===== src/rtl/diffmap_pkg.sv =====
package diffmap_pkg;
  localparam int SYM_BITS  = 4;
  localparam int QUAD_BITS = SYM_BITS / 2;

  typedef enum logic [1:0] {
    MOD_BPSK  = 2'b00,
    MOD_QPSK  = 2'b01,
    MOD_QAM16 = 2'b10,
    MOD_QAM16B = 2'b11
  } mod_e;

  function automatic logic is_qam16(input mod_e m);
    return m[1];
  endfunction

  // win[0] is the newest bit, win[SYM_BITS-1] the oldest.
  function automatic logic [SYM_BITS-1:0] arrange_sym(
    input mod_e m, input logic rev, input logic [SYM_BITS-1:0] win);
    logic [SYM_BITS-1:0] s;
    unique case (m)
      MOD_BPSK: s = {SYM_BITS{win[0]}};
      MOD_QPSK: s = rev ? {win[0], win[1], win[0], win[1]}
                        : {win[1], win[0], win[1], win[0]};
      default:  s = rev ? {win[0], win[1], win[2], win[3]} : win;
    endcase
    return s;
  endfunction

  function automatic logic [QUAD_BITS-1:0] diff_quad(
    input logic [QUAD_BITS-1:0] in_q, input logic [QUAD_BITS-1:0] ref_q,
    input logic en);
    return en ? (in_q ^ ref_q) : in_q;
  endfunction
endpackage


===== src/rtl/diffmap_gather.sv =====
module diffmap_gather
  import diffmap_pkg::*;
#(
  parameter int WIN_W = SYM_BITS
) (
  input  logic             clk,
  input  logic             rst_n,
  input  logic             bit_stb,
  input  logic             bit_in,
  output logic [WIN_W-1:0] win_now
);
  logic [WIN_W-1:0] win_q;
  logic [WIN_W-1:0] win_nxt;

  assign win_nxt[0] = bit_in;
  for (genvar g = 1; g < WIN_W; g++) begin : g_shift
    assign win_nxt[g] = win_q[g-1];
  end

  always_ff @(posedge clk) begin
    if (!rst_n)       win_q <= '0;
    else if (bit_stb) win_q <= win_nxt;
  end

  // A bit arriving with the symbol strobe belongs to that symbol.
  assign win_now = bit_stb ? win_nxt : win_q;

  AST_WIN_SHIFT: assert property (@(posedge clk) disable iff (!rst_n)
    bit_stb |=> win_q[0] == $past(bit_in)) else $error("window shift");
endmodule


===== src/rtl/diffmap_arrange.sv =====
module diffmap_arrange
  import diffmap_pkg::*;
(
  input  mod_e                mod,
  input  logic [2:0]          map_sel,
  input  logic [SYM_BITS-1:0] win,
  output logic [SYM_BITS-1:0] raw_sym
);
  logic rev;
  assign rev     = map_sel[2];
  assign raw_sym = arrange_sym(mod, rev, win);

  always_comb begin
    if (mod == MOD_QPSK || mod == MOD_BPSK)
      AST_PAIR_COPY: assert (raw_sym[3] == raw_sym[1] && raw_sym[2] == raw_sym[0])
        else $error("pair copy");
  end
endmodule


===== src/rtl/diffmap_encoder.sv =====
module diffmap_encoder
  import diffmap_pkg::*;
(
  input  logic                clk,
  input  logic                rst_n,
  input  logic                sym_stb,
  input  logic                diff_en,
  input  mod_e                mod,
  input  logic [SYM_BITS-1:0] raw_sym,
  output logic [SYM_BITS-1:0] sym_q,
  output logic                vld_q
);
  logic [QUAD_BITS-1:0] ref_q;
  logic                 prev_en_q;
  logic                 zero_ref;
  logic [QUAD_BITS-1:0] ref_sel;
  logic [QUAD_BITS-1:0] quad;
  logic [QUAD_BITS-1:0] fine;

  assign zero_ref = diff_en && !prev_en_q;
  assign ref_sel  = zero_ref ? '0 : ref_q;
  assign quad     = diff_quad(raw_sym[SYM_BITS-1 -: QUAD_BITS], ref_sel, diff_en);
  assign fine     = is_qam16(mod) ? raw_sym[QUAD_BITS-1:0] : quad;

  always_ff @(posedge clk) begin
    if (!rst_n) begin
      ref_q     <= '0;
      prev_en_q <= 1'b0;
      sym_q     <= '0;
      vld_q     <= 1'b0;
    end else begin
      vld_q <= sym_stb;
      if (sym_stb) begin
        sym_q     <= {quad, fine};
        ref_q     <= quad;
        prev_en_q <= diff_en;
      end
    end
  end

  AST_VLD_AFTER_STB: assert property (@(posedge clk) disable iff (!rst_n)
    sym_stb |=> vld_q) else $error("vld missing");
  AST_VLD_HAS_CAUSE: assert property (@(posedge clk) disable iff (!rst_n)
    vld_q |-> $past(sym_stb)) else $error("vld spurious");
  AST_HOLD_IDLE: assert property (@(posedge clk) disable iff (!rst_n)
    !sym_stb |=> $stable(sym_q)) else $error("symbol not held");
  AST_PASS_OFF: assert property (@(posedge clk) disable iff (!rst_n)
    (sym_stb && !diff_en) |=> sym_q[3:2] == $past(raw_sym[3:2])) else $error("pass");
  AST_QAM_FINE: assert property (@(posedge clk) disable iff (!rst_n)
    (sym_stb && is_qam16(mod)) |=> sym_q[1:0] == $past(raw_sym[1:0])) else $error("fine");
  AST_ZERO_REF: assert property (@(posedge clk) disable iff (!rst_n)
    (sym_stb && zero_ref) |=> sym_q[3:2] == $past(raw_sym[3:2])) else $error("zero ref");
endmodule


===== src/rtl/diffmap_top.sv =====
module diffmap_top
  import diffmap_pkg::*;
(
  input  logic       clk,
  input  logic       rst_n,
  input  logic       bit_stb,
  input  logic       bit_in,
  input  logic       sym_stb,
  input  logic [1:0] mod_sel,
  input  logic       diff_en,
  input  logic [2:0] map_sel,
  output logic [3:0] sym_out,
  output logic       sym_vld
);
  mod_e                mod;
  logic [SYM_BITS-1:0] win;
  logic [SYM_BITS-1:0] raw_sym;

  assign mod = mod_e'(mod_sel);

  diffmap_gather #(.WIN_W(SYM_BITS)) i_gather (
    .clk(clk), .rst_n(rst_n), .bit_stb(bit_stb), .bit_in(bit_in), .win_now(win));

  diffmap_arrange i_arrange (
    .mod(mod), .map_sel(map_sel), .win(win), .raw_sym(raw_sym));

  diffmap_encoder i_encoder (
    .clk(clk), .rst_n(rst_n), .sym_stb(sym_stb), .diff_en(diff_en), .mod(mod),
    .raw_sym(raw_sym), .sym_q(sym_out), .vld_q(sym_vld));

  AST_QPSK_OUT_PAIRS: assert property (@(posedge clk) disable iff (!rst_n)
    (sym_stb && !mod_sel[1]) |=> (sym_out[3] == sym_out[1] && sym_out[2] == sym_out[0]))
    else $error("qpsk pairs");
endmodule


===== config.mk =====
export PLATFORM = sky130hd
export DESIGN_NAME = diffmap_top
export DESIGN_NICKNAME = d
export VERILOG_FILES = /design/src/rtl/diffmap_pkg.sv /design/src/rtl/diffmap_gather.sv /design/src/rtl/diffmap_arrange.sv /design/src/rtl/diffmap_encoder.sv /design/src/rtl/diffmap_top.sv
export SDC_FILE = /design/constraint.sdc
export NUM_CORES = 1
export LEC_CHECK = 0
export BUFFER_PORTS_ARGS = -buffer_cell sky130_fd_sc_hd__clkbuf_2
export CAP_MARGIN = 0
export CELL_PAD_IN_SITES_DETAIL_PLACEMENT = 0
export CELL_PAD_IN_SITES_GLOBAL_PLACEMENT = 1
export CORE_UTILIZATION = 34
export DETAILED_ROUTE_END_ITERATION = 8
export PLACE_DENSITY = 0.8
export SYNTH_ARGS = -nofsm -noshare
export SYNTH_HDL_FRONTEND = slang
export SYNTH_SLANG_ARGS = --single-unit

===== constraint.sdc =====
create_clock -name clk -period 1.65 [get_ports clk]
set_clock_uncertainty 0.2 [all_clocks]
set_input_delay 0.495 -clock clk [delete_from_list [all_inputs] [get_ports clk]]
set_output_delay 0.495 -clock clk [all_outputs]
set_load 0.02 [all_outputs]

==> reports/qor.csv <==
metric,value,unit
place_ws,-0.2543,ns
critPathSlowestCell,or3_4,
io_buffer_count,13,
status,completed,
whs,0.3162,ns
end_kind,flip-flop,
synth.distinct_cells,29,
cts_buffers,3,
drt_iter0_drc,11,
clock_path_buffers,2,
num_vias,674,
drive_gt1_share,33.65,%
critPathArrivalTime,1.57,ns
p_comb_share,23.0,%
clk_latency,0.26,ns
path_delay_family,simple AND/OR/NAND/NOR gates,
ir_drop,505.8,µV
ys_ff_latch,10,
fin_tns_setup,0,ns
detail-route-antenna-nets,0,
seqPwrFrac,42.6,%
initial_core_util,36.16,%
yosysTopAreaCell,dfxtp_1,
grt_pass1_wl,2359,µm
yosysSeqAreaShare,28.22,%
p_leak,0.3808,nW
final_max_slew_viol_count,0,
hold_viol_final,0,
cts_tree,yes,
syn-num-nets,93,
syn_to_final_growth,29.10,%
dpl.hpwl,1125,µm
layout.nets,116,
cts.sinks,10,
antennaDiodeCount,0,
critPathBufInv,1,
core,1962,µm²
min_period,1.566,ns
grt_usage,14.62,%
n_fill_cell,217,
cp.required,1.65,ns
cpPeakStageDelay,0.39,ns
swShare,26.00,%
finalCritPeriodShare,94.89,%
finalSetupViolCount,0,
cp_cell_sequence,"clkbuf_4, nand2b_4, a21boi_2, or3_4, a211o_1, nand3_1",
dieArea,2273,µm²
rsz0062_at_grt,no,
startpoint,bit_stb,
layout_common_cells,"clkbuf_2 (11), buf_4 (10), dfxtp_1 (8)",
grt_start_max_net_pins,15,
final-seq-area,202.7,µm²
worst_slack,0.08432,ns
syn-cell-area,709.4,µm²
htreeDepth,1,
synth.area.top_cells,"dfxtp_1 (28%), mux2i_1 (9.9%), nor2b_1 (5.3%), o211ai_1 (5.3%), or3_1 (4.4%)",
root_buffer,clkbuf_4,
drc,0,
crit_cells,6,
die_h,47.68,µm
post_drt_wl_per_cell,11.57,µm
postSynthCellCount,82,
io_pins,16,
power.density,681.1,nW/µm²
hold_path.class,reg -> reg,
antenna_found_initial,0,
post-synth-top-area-fraction,28.22,%
fin_util,46.68,%
place_congestion,0.7496,
ctsHoldBuffers,0,
yosysWarnings,0,
drt-pass1-iter-count,4,
min-delay-start,i_encoder.sym_q[1],
crit_type,in -> reg,
tightest_slew,0.2538,ns
final_common_cell,clkbuf_2,
die_w,47.68,µm
r2r_cells,5,
internal_power,0.4616,mW
rr_startpoint,i_gather.win_q[1],
multi_input_area,479.2,µm²
via_per_inst,5.145,
fmax,0.6387,GHz
max_slew_margin,83.01,%
syn_area_per_cell,8.652,µm²
min_path_cells,2,
r2r_slack,0.11,ns
cp-start-kind,input port,
num_rows,16,
cap_violations,0,
pwr-share-clk,34.4,%
clk_pin_slew,0.07,ns
overflow,0,
wirelength,1516,µm
power.switching,0.1622,mW
grt_pass1_vias,565,
crit_fanout,9,
==> registers in the layout, indices dropped and copies added (netlist names) <==
| name | count |
|---|---|
| i_encoder.prev_en_q | 1 |
| i_encoder.ref_q | 2 |
| i_encoder.vld_q | 1 |
| i_encoder.sym_q | 2 |
| i_gather.win_q | 4 |
==> metrics by stage <==
| step | instances | total power [mW] | instance area, µm² |
|---|---|---|---|
| floorplan | 82 | 0.3598 | 724.4 |
| global placement | 126 | 0.4049 | 852.1 |
| detailed placement | 126 | 0.4069 | 852.1 |
| CTS | 130 | 0.6253 | 888.4 |
| global route | 131 | 0.6627 | 915.9 |
| finish | 131 | 0.6238 | 915.9 |
==> synthesized netlist by cell type <==
cell type / n
dfxtp_1: 10
mux2i_1: 7
nand2_1: 6
nand3_1: 6
nor2b_1: 6
o211ai_1: 5
or3_1: 5
nand3b_1: 4
o21ai_0: 4
nand4_1: 3
or2b_1: 3
xnor2_1: 3
a21oi_1: 2
buf_4: 2
clkbuf_1: 2
a211o_1: 1
a21boi_0: 1
a21boi_2: 1
a31oi_1: 1
and2_1: 1
and3_1: 1
buf_2: 1
buf_6: 1
inv_1: 1
mux2_2: 1
mux4_1: 1
nand2b_2: 1
nand4b_1: 1
o2111ai_1: 1
==> cell families after synthesis <==
logic type	Yosys count	share of synthesized area, %
buf+inv	7	5.995
compound gates	16	15.52
simple gates	37	31.40
mux	9	15.17
flops	10	28.22
xor+xnor	3	3.704
==> worst reg2reg max path: stages, from the launching register on <==
cell	delay [ns]
dfxtp_2	0.35
or2b_1	0.18
a21oi_1	0.09
or3_4	0.34
a211o_1	0.26
nand3_1	0.06
==> per-layer routing <==
metal,global-route usage (%),up-vias,routed length (µm)
met5,0,-,0
met4,1.667,0,0
met3,5.660,0,42
met2,24.05,9,782
met1,18.65,316,690
li1,-,349,-
==> final timing paths <==
check                            end
setup / recovery  i_encoder.ref_q[0]
hold / removal    i_encoder.sym_q[1]
setup reg to reg  i_encoder.ref_q[0]
hold reg to reg   i_encoder.sym_q[1]
==> what timing repair did <==
action	4_1_cts	5_1_grt
gates resized for setup	0	10
endpoints found under the hold margin	0	0
setup buffers	0	1
endpoints found under the setup margin	0	3
==> power by group through the flow <==
stage               clock (mW)  sequential, mW  combinational (mW)
global route             0.235           0.268               0.160
CTS                      0.223           0.265               0.137
floorplan                    0           0.275              0.0851
detailed placement           0           0.271               0.136
finish                   0.214           0.266               0.143
global placement             0           0.270               0.135
==> cell type report <==
type | count | area share [%]
repair buffers | 24 | 17.49
well taps | 27 | 3.689
inverters | 1 | 0.4098
clock buffers | 4 | 3.962
flip-flops and latches | 10 | 22.13
multi-input cells | 65 | 52.32
(Power assumes the default switching activity.)
